<file path="config.mk">
export PLATFORM = sky130hd
export DESIGN_NAME = emac_ctrl_regs
export DESIGN_NICKNAME = d
export VERILOG_FILES = /design/src/rtl/emac_ctrl_pkg.sv /design/src/rtl/emac_enable_seq.sv /design/src/rtl/emac_desc_flag.sv /design/src/rtl/emac_irq_unit.sv /design/src/rtl/emac_ctrl_regs.sv
export SDC_FILE = /design/constraint.sdc
export NUM_CORES = 1
export LEC_CHECK = 0
export CAP_MARGIN = 20
export CORE_MARGIN = 3
export CORE_UTILIZATION = 48
export CTS_CLUSTER_DIAMETER = 50
export DETAILED_ROUTE_END_ITERATION = 7
export GPL_TIMING_DRIVEN = 0
export PLACE_DENSITY_LB_ADDON = 0.08
export SLEW_MARGIN = 10
export SYNTH_ARGS = -nofsm -noshare
export SYNTH_HDL_FRONTEND = slang
export SYNTH_SLANG_ARGS = --single-unit
</file>
<file path="constraint.sdc">
create_clock -name clk -period 1.9 [get_ports clk]
set_clock_uncertainty 0.1 [all_clocks]
set_input_delay 0.285 -clock clk [delete_from_list [all_inputs] [get_ports clk]]
set_output_delay 0.285 -clock clk [all_outputs]
set_load 0.01 [all_outputs]
</file>
<file path="src/rtl/emac_ctrl_pkg.sv">
package emac_ctrl_pkg;
  // Register word offsets
  localparam int A_CTRL  = 0;
  localparam int A_EVT   = 1;
  localparam int A_MASK  = 2;
  localparam int A_RXACT = 3;
  localparam int A_TXACT = 4;
  localparam int A_TXCFG = 5;
  localparam int A_RXCFG = 6;

  // Stop strobes sent to the datapath engines
  typedef struct packed {
    logic tx_abort;
    logic rx_abort;
    logic dma_stop;
    logic desc_halt;
  } stop_t;
endpackage

</file>
<file path="src/rtl/emac_enable_seq.sv">
module emac_enable_seq
  import emac_ctrl_pkg::*;
(
  input  logic  clk,
  input  logic  rst,
  input  logic  ctrl_we,
  input  logic  ctrl_bit,
  input  logic  tx_busy,
  output logic  en_q,
  output logic  en_next,
  output stop_t stop_q
);
  logic fall;

  always_comb begin
    en_next = ctrl_we ? ctrl_bit : en_q;
    fall    = en_q & ~en_next;
  end

  always_ff @(posedge clk) begin
    if (rst) begin
      en_q   <= 1'b0;
      stop_q <= '0;
    end else begin
      en_q             <= en_next;
      stop_q.tx_abort  <= fall & tx_busy;
      stop_q.rx_abort  <= fall;
      stop_q.dma_stop  <= fall;
      stop_q.desc_halt <= fall;
    end
  end
endmodule

</file>
<file path="src/rtl/emac_desc_flag.sv">
module emac_desc_flag (
  input  logic clk,
  input  logic rst,
  input  logic set_we,
  input  logic en_q,
  input  logic en_next,
  output logic act_q
);
  always_ff @(posedge clk) begin
    if (rst) act_q <= 1'b0;
    else     act_q <= en_next & (act_q | (set_we & en_q));
  end
endmodule

</file>
<file path="src/rtl/emac_irq_unit.sv">
module emac_irq_unit #(
  parameter int EVT_W = 16
) (
  input  logic             clk,
  input  logic             rst,
  input  logic [EVT_W-1:0] hw_evt,
  input  logic             clr_we,
  input  logic [EVT_W-1:0] clr_bits,
  input  logic             mask_we,
  input  logic [EVT_W-1:0] mask_wdata,
  output logic [EVT_W-1:0] evt_q,
  output logic [EVT_W-1:0] mask_q,
  output logic             irq_q
);
  logic [EVT_W-1:0] clr_eff;

  always_comb clr_eff = clr_we ? clr_bits : '0;

  always_ff @(posedge clk) begin
    if (rst) begin
      evt_q  <= '0;
      mask_q <= '0;
      irq_q  <= 1'b0;
    end else begin
      evt_q <= (evt_q & ~clr_eff) | hw_evt;
      if (mask_we) mask_q <= mask_wdata;
      irq_q <= |(evt_q & mask_q);
    end
  end
endmodule

</file>
<file path="src/rtl/emac_ctrl_regs.sv">
module emac_ctrl_regs
  import emac_ctrl_pkg::*;
#(
  parameter int ADDR_W = 4,
  parameter int DATA_W = 32,
  parameter int EVT_W  = 16,
  parameter int CFG_W  = 16
) (
  input  logic              clk,
  input  logic              rst,
  input  logic [ADDR_W-1:0] reg_addr,
  input  logic              reg_we,
  input  logic [DATA_W-1:0] reg_wdata,
  output logic [DATA_W-1:0] reg_rdata,
  input  logic [EVT_W-1:0]  hw_evt,
  input  logic              tx_busy,
  output logic              mac_en,
  output logic              tx_abort,
  output logic              rx_abort,
  output logic              dma_stop,
  output logic              desc_halt,
  output logic              rx_desc_active,
  output logic              tx_desc_active,
  output logic              irq
);
  localparam int NUM_Q = 2;

  logic              en_next;
  stop_t             stop_q;
  logic [EVT_W-1:0]  evt_q;
  logic [EVT_W-1:0]  mask_q;
  logic [NUM_Q-1:0]  act_q;
  logic [CFG_W-1:0]  txcfg_q, rxcfg_q;
  logic [DATA_W-1:0] rd_next;
  logic              unused_wdata;

  function automatic logic hit(input int a);
    return reg_we && (reg_addr == ADDR_W'(a));
  endfunction

  assign unused_wdata = ^reg_wdata;

  emac_enable_seq u_en (
    .clk      (clk),
    .rst      (rst),
    .ctrl_we  (hit(A_CTRL)),
    .ctrl_bit (reg_wdata[0]),
    .tx_busy  (tx_busy),
    .en_q     (mac_en),
    .en_next  (en_next),
    .stop_q   (stop_q)
  );

  emac_irq_unit #(.EVT_W(EVT_W)) u_irq (
    .clk        (clk),
    .rst        (rst),
    .hw_evt     (hw_evt),
    .clr_we     (hit(A_EVT)),
    .clr_bits   (reg_wdata[EVT_W-1:0]),
    .mask_we    (hit(A_MASK)),
    .mask_wdata (reg_wdata[EVT_W-1:0]),
    .evt_q      (evt_q),
    .mask_q     (mask_q),
    .irq_q      (irq)
  );

  // One descriptor-ready flag per direction: index 0 receive, 1 transmit
  for (genvar gi = 0; gi < NUM_Q; gi++) begin : g_desc
    localparam int ADDR_I = (gi == 0) ? A_RXACT : A_TXACT;
    emac_desc_flag u_flag (
      .clk     (clk),
      .rst     (rst),
      .set_we  (hit(ADDR_I)),
      .en_q    (mac_en),
      .en_next (en_next),
      .act_q   (act_q[gi])
    );
  end

  assign rx_desc_active = act_q[0];
  assign tx_desc_active = act_q[1];
  assign tx_abort       = stop_q.tx_abort;
  assign rx_abort       = stop_q.rx_abort;
  assign dma_stop       = stop_q.dma_stop;
  assign desc_halt      = stop_q.desc_halt;

  // Configuration words survive the soft reset
  always_ff @(posedge clk) begin
    if (rst) begin
      txcfg_q <= '0;
      rxcfg_q <= '0;
    end else begin
      if (hit(A_TXCFG)) txcfg_q <= reg_wdata[CFG_W-1:0];
      if (hit(A_RXCFG)) rxcfg_q <= reg_wdata[CFG_W-1:0];
    end
  end

  always_comb begin
    rd_next = '0;
    case (reg_addr)
      ADDR_W'(A_CTRL):  rd_next = DATA_W'(mac_en);
      ADDR_W'(A_EVT):   rd_next = DATA_W'(evt_q);
      ADDR_W'(A_MASK):  rd_next = DATA_W'(mask_q);
      ADDR_W'(A_RXACT): rd_next = DATA_W'(act_q[0]);
      ADDR_W'(A_TXACT): rd_next = DATA_W'(act_q[1]);
      ADDR_W'(A_TXCFG): rd_next = DATA_W'(txcfg_q);
      ADDR_W'(A_RXCFG): rd_next = DATA_W'(rxcfg_q);
      default:          rd_next = '0;
    endcase
  end

  always_ff @(posedge clk) begin
    if (rst) reg_rdata <= '0;
    else     reg_rdata <= rd_next;
  end
endmodule

</file>
Word level (Yosys, flattened, before mapping). Index checks and enable logic that the tools add are counted.

Mux-type cells: 3. Reductions and logical operators: 9. Equality and inequality tests: 6. Bitwise logic cells: 13.

Operators with widths (number): $pmux 16 s7 (1); $and 16x16->16 (2); $mux 16 (1); $not 16->16 (1); $or 16x16->16 (1); $reduce_or 16->1 (1); $eq 4x3->1 const B (3); $eq 4x2->1 const B (2); $logic_and 1x1->1 (7); $and 1x1->1 (6); $eq 4x1->1 const B (1); $logic_not 4->1 (1); $or 1x1->1 (2); $mux 1 (1); $not 1->1 (1).

Output and inout port bits: 40. Bits of input ports: 56. Word-level logic and storage cells: 42. Register bits: 102.

Longest topological paths before layout.
Word-level depth: 6. Depth in mapped cells: 8. Gate-level depth less buffers: 4.

Cells and area by module. From an unflattened synthesis, not the netlist that was laid out.

Cells, all modules: 404. Area, all modules: 3565.9 um^2.

Modules (own cells, without submodules): emac_ctrl_regs (instances 1, area each 2163.3 um^2, cells each 258, sequential area each 960.9 um^2); emac_irq_unit (instances 1, area each 1216.2 um^2, cells each 131, sequential area each 660.6 um^2); emac_enable_seq (instances 1, area each 111.4 um^2, cells each 9, sequential area each 60.1 um^2); emac_desc_flag (instances 2, area each 37.5 um^2, cells each 3, sequential area each 20.0 um^2).

Least setup slack after synthesis. No wires, ideal clock.

Path kind: input -> register. From: input port reg_addr[2]. To: register g_desc[0].u_flag.act_q. Arrival time: 1.567 ns. Path slack: 0.176 ns. Library setup time: 0.058 ns. Cell stages on the path: 5. Data required time: 1.742 ns. Buffers on the path: 1. Cells stage by stage: buf_4 > or3b_4 > or4b_4 > a21oi_2 > o21a_1.

Word-level cells in the longest chain between the ends: 5. Elaborated cells on any way between the ends: 8. Classes of those cells: eq/ne (1); mux (1); bitwise (3); reduce/logical (3).

RTL lines: start, declared (RTL line emac_ctrl_regs.sv:11) `input logic [ADDR_W-1:0] reg_addr,`; $eq 4x2->1 (RTL line emac_ctrl_regs.sv:38) `return reg_we && (reg_addr == ADDR_W'(a));`; $logic_and 1x1->1 (RTL line emac_ctrl_regs.sv:38); $and 1x1->1 (RTL line emac_desc_flag.sv:11) `else act_q <= en_next & (act_q | (set_we & en_q));`; $or 1x1->1 (RTL line emac_desc_flag.sv:11); $and 1x1->1 * (RTL line emac_desc_flag.sv:11); end signal, assigned (RTL line emac_desc_flag.sv:11); end, declared (RTL line emac_desc_flag.sv:7) `output logic act_q`.

Mark *: on every way between the ends. The rest lies on a longest branch, timed or not. A chain may end at the register's enable or synchronous reset.

Worst setup path after layout.
From: input port reg_addr[0]. To: register txcfg_q[8].

Word-level cells in the longest chain between the ends: 2.

RTL lines: $eq 4x3->1 (RTL line emac_ctrl_regs.sv:38); $logic_and 1x1->1 (RTL line emac_ctrl_regs.sv:38); end signal, assigned (RTL line emac_ctrl_regs.sv:93) `if (hit(A_TXCFG)) txcfg_q <= reg_wdata[CFG_W-1:0];`; end, declared (RTL line emac_ctrl_regs.sv:33) `logic [CFG_W-1:0] txcfg_q, rxcfg_q;`.

Every way passes these cells.

==> qor.csv <==
stage,metric,value,unit
run_status,status,"finished, final reports clean",
sta,final_setup_violations,0,
synthesis,syn_avg_cell_area,8.28,sq um
synthesis,syn_area,3450,sq um
floorplanning,design.portCount,96,
detailed_routing,via_per_instance_ratio,5.31,
detailed_routing,initialDrtViolationCount,219,
final_layout,mostFrequentLayoutCell,nand2_1,
final_layout,layout_common_cells,"99 x nand2_1, 86 x dfxtp_1, 80 x a21oi_1",
worst_hold_path,holdCritPathClass,in2reg,
final_layout,layout-area-overhead-vs-synth,32.3,%
critical_path,setup.worst_path.class,in2reg,
sta,timing_worst_slew_pin_value,0.540,ns
detailed_routing,drcViolationCount,0,
final_layout,antenna_cells,0,
power,total_power,3.66,mW
sta,max_slew_margin,0.640,
synthesis,yosysUniqueCellTypes,34,
detailed_routing,vias,3212,
critical_path,timing.critical_path.arrival,1.99,ns
detailed_routing,routed_wire_length_per_instance,15.6,um
sta,timing.setup.tns,0,ns
placement,portBuffers,61,
sta,rsz0062_at_grt,yes,
sta,timing.final.crit_period,1.80,ns
floorplanning,die-area,8250,sq um
floorplanning,coreArea,6870,sq um
clock_tree,clkSinkCount,86,
synthesis,yosysWarnings,0,
clock_tree,clock_tree_root,clkbuf_8,
placement,hpwl,6.63,mm
critical_path,worst-path-max-fanout,10,
clock_tree,ctsHtreeMaxLevel,3,
critical_path,critPathCaptureType,flip-flop,
power,power_per_cell_area,801,nW/um^2
grt,globalRouteTotalUtil,0.225,
clock_tree,cts.clk_slew.worst_paths,0.09,ns
final_layout,layout.cell_area.non_filler,4570,sq um
sta,max_freq,554,MHz
clock_tree,cts_buffer_depth,2,
detailed_routing,drt_pass1_iterations,5,
placement,preCtsSetupSlack,-0.627,ns
critical_path,critPathRequiredTime,2.09,ns
sta,report.final.slew_viol_count,0,
grt,grt_first_pass_wirelength,14.8,mm
placement,gp_routability_congestion,0.833,
clock_tree,tritoncts,built,
final_layout,stdcell_count,605,
synthesis,ys_ff_latch,86,
sta,post-route-period-util,0.949,
detailed_routing,postRouteWirelength,9.41,mm
floorplanning,die-width,90.8,um
placement,dpl-instance-area,4240,sq um
grt,via_count_of_the_first_global_routing_pass,2931,
power,cell_leakage_power,1.59,nW
clock_tree,clock_insertion_delay_at_the_later_pin_of_the_skew_report,0.35,ns
synthesis,synth_cells,417,
detailed_routing,postRouteAntennaNets,0,
grt,grt_max_degree,16,
sta,hold_viol_final,0,
placement,place.detailed.instances,589,
grt,grt_overflow,0,
floorplanning,initial_utilization,0.503,
sta,final_critical_path_setup_slack,0.0965,ns
floorplanning,chipHeight,90.8,um
flow_run,timing.max_cap.violations,0,
power,max_vdd_drop,0.000460,V
final_layout,total_nets_final,560,
sta,whs,0.222,ns
final_layout,final_core_utilization,0.666,
floorplanning,fp-row-count,30,
grt,antenna_found_initial,0,
critical_path,timing.critical_path.from_type,input pin,
final_layout,post_route_cells_drive_above_1_share,0.138,
synthesis,synth_sequential_area_ratio,0.498,
clock_tree,cts_inserted_buffers,9,
cell type report:
cell class	count	area [sq um]
fill	589	2300
sequential	86	1720
multi-input combinational	297	1540
timing repair buffer	65	643
buffer	45	318
clock buffer	10	138
tap	96	120
clock inverter	6	92.6
power breakdown:
part	switching, mW	internal [mW]	leakage (nW)
logic	0.171	0.154	0.778
registers	0.0304	1.84	0.699
clock network	0.678	0.788	0.115
cell usage after synthesis:
master	instances	area [sq um]
nor4bb_1	1	10.0
clkbuf_2	1	5.00
nor4_1	1	6.26
a311o_1	1	10.0
clkbuf_1	18	67.6
buf_2	7	35.0
and2_0	1	6.26
conb_1	1	3.75
and3_1	1	6.26
a31oi_1	2	12.5
buf_1	1	3.75
dfxtp_1	86	1720
nand3b_1	2	15.0
nand3_1	18	90.1
nand2_1	101	379
o21ai_0	1	5.00
or4b_4	1	13.8
or3b_4	1	11.3
or3b_2	1	8.76
and4bb_2	1	12.5
a21oi_2	1	8.76
and2_1	3	18.8
buf_6	1	11.3
o21a_1	2	15.0
a22o_1	3	26.3
a221oi_1	3	26.3
nor2_1	19	71.3
o31ai_1	1	7.51
nor4b_4	1	23.8
a211oi_1	1	7.51
nor4b_1	1	8.76
a22oi_1	33	248
a21oi_1	80	400
buf_4	21	158
path summary, 6_finish.rpt:
path	from	endpoint	slack, ns	cells past startpoint
min	reg_addr[3]	u_en.stop_q[2]$_SDFF_PP0_	0.22	3
min reg2reg	txcfg_q[3]$_SDFFE_PP0P_	txcfg_q[3]$_SDFFE_PP0P_	0.36	2
max reg2reg	u_en.en_q$_SDFF_PP0_	reg_rdata[0]$_SDFF_PP0_	0.37	4
max	reg_addr[0]	txcfg_q[8]$_SDFFE_PP0P_	0.1	7
sequential cells by signal, indices dropped and copies added, names as in the netlist:
register,count
txcfg_q,16
u_en.stop_q,2
u_irq.mask_q,16
u_en.en_q,1
u_irq.evt_q,16
g_desc.u_flag.act_q,2
u_irq.irq_q,1
reg_rdata,16
rxcfg_q,16
cell families (layout without fill, tap and decap cells):
kind of cell | Yosys count | count (layout) | share of synthesized area
AOI/OAI and AO/OA | 128 | 128 | 0.222
buffers and inverters | 49 | 126 | 0.0811
DFF | 86 | 86 | 0.498
other | 1 | 16 | 0.00109
and+or+nand+nor | 153 | 153 | 0.197
metal layers:
metal,wire length [um],vias up,GRT usage
met5,0,-,0
met4,130,0,0.0678
met3,698,12,0.0317
met2,4240,129,0.343
met1,4350,1488,0.331
li1,-,1583,-
critical path: stages:
cell	delay [ns]
clkdlybuf4s50_1	0.50
nor4bb_2	0.33
buf_4	0.23
and2_2	0.24
buf_4	0.21
nand2_1	0.07
a21oi_1	0.13
timing repair:
item | CTS | global route
cloned | 0 | 0
setup buffers | 3 | 1
setup endpoints to repair | 61 | 62
pin swaps | 0 | 1
hold buffers | 0 | 0
gates resized for setup | 13 | 31
(Power assumes the default switching activity.)
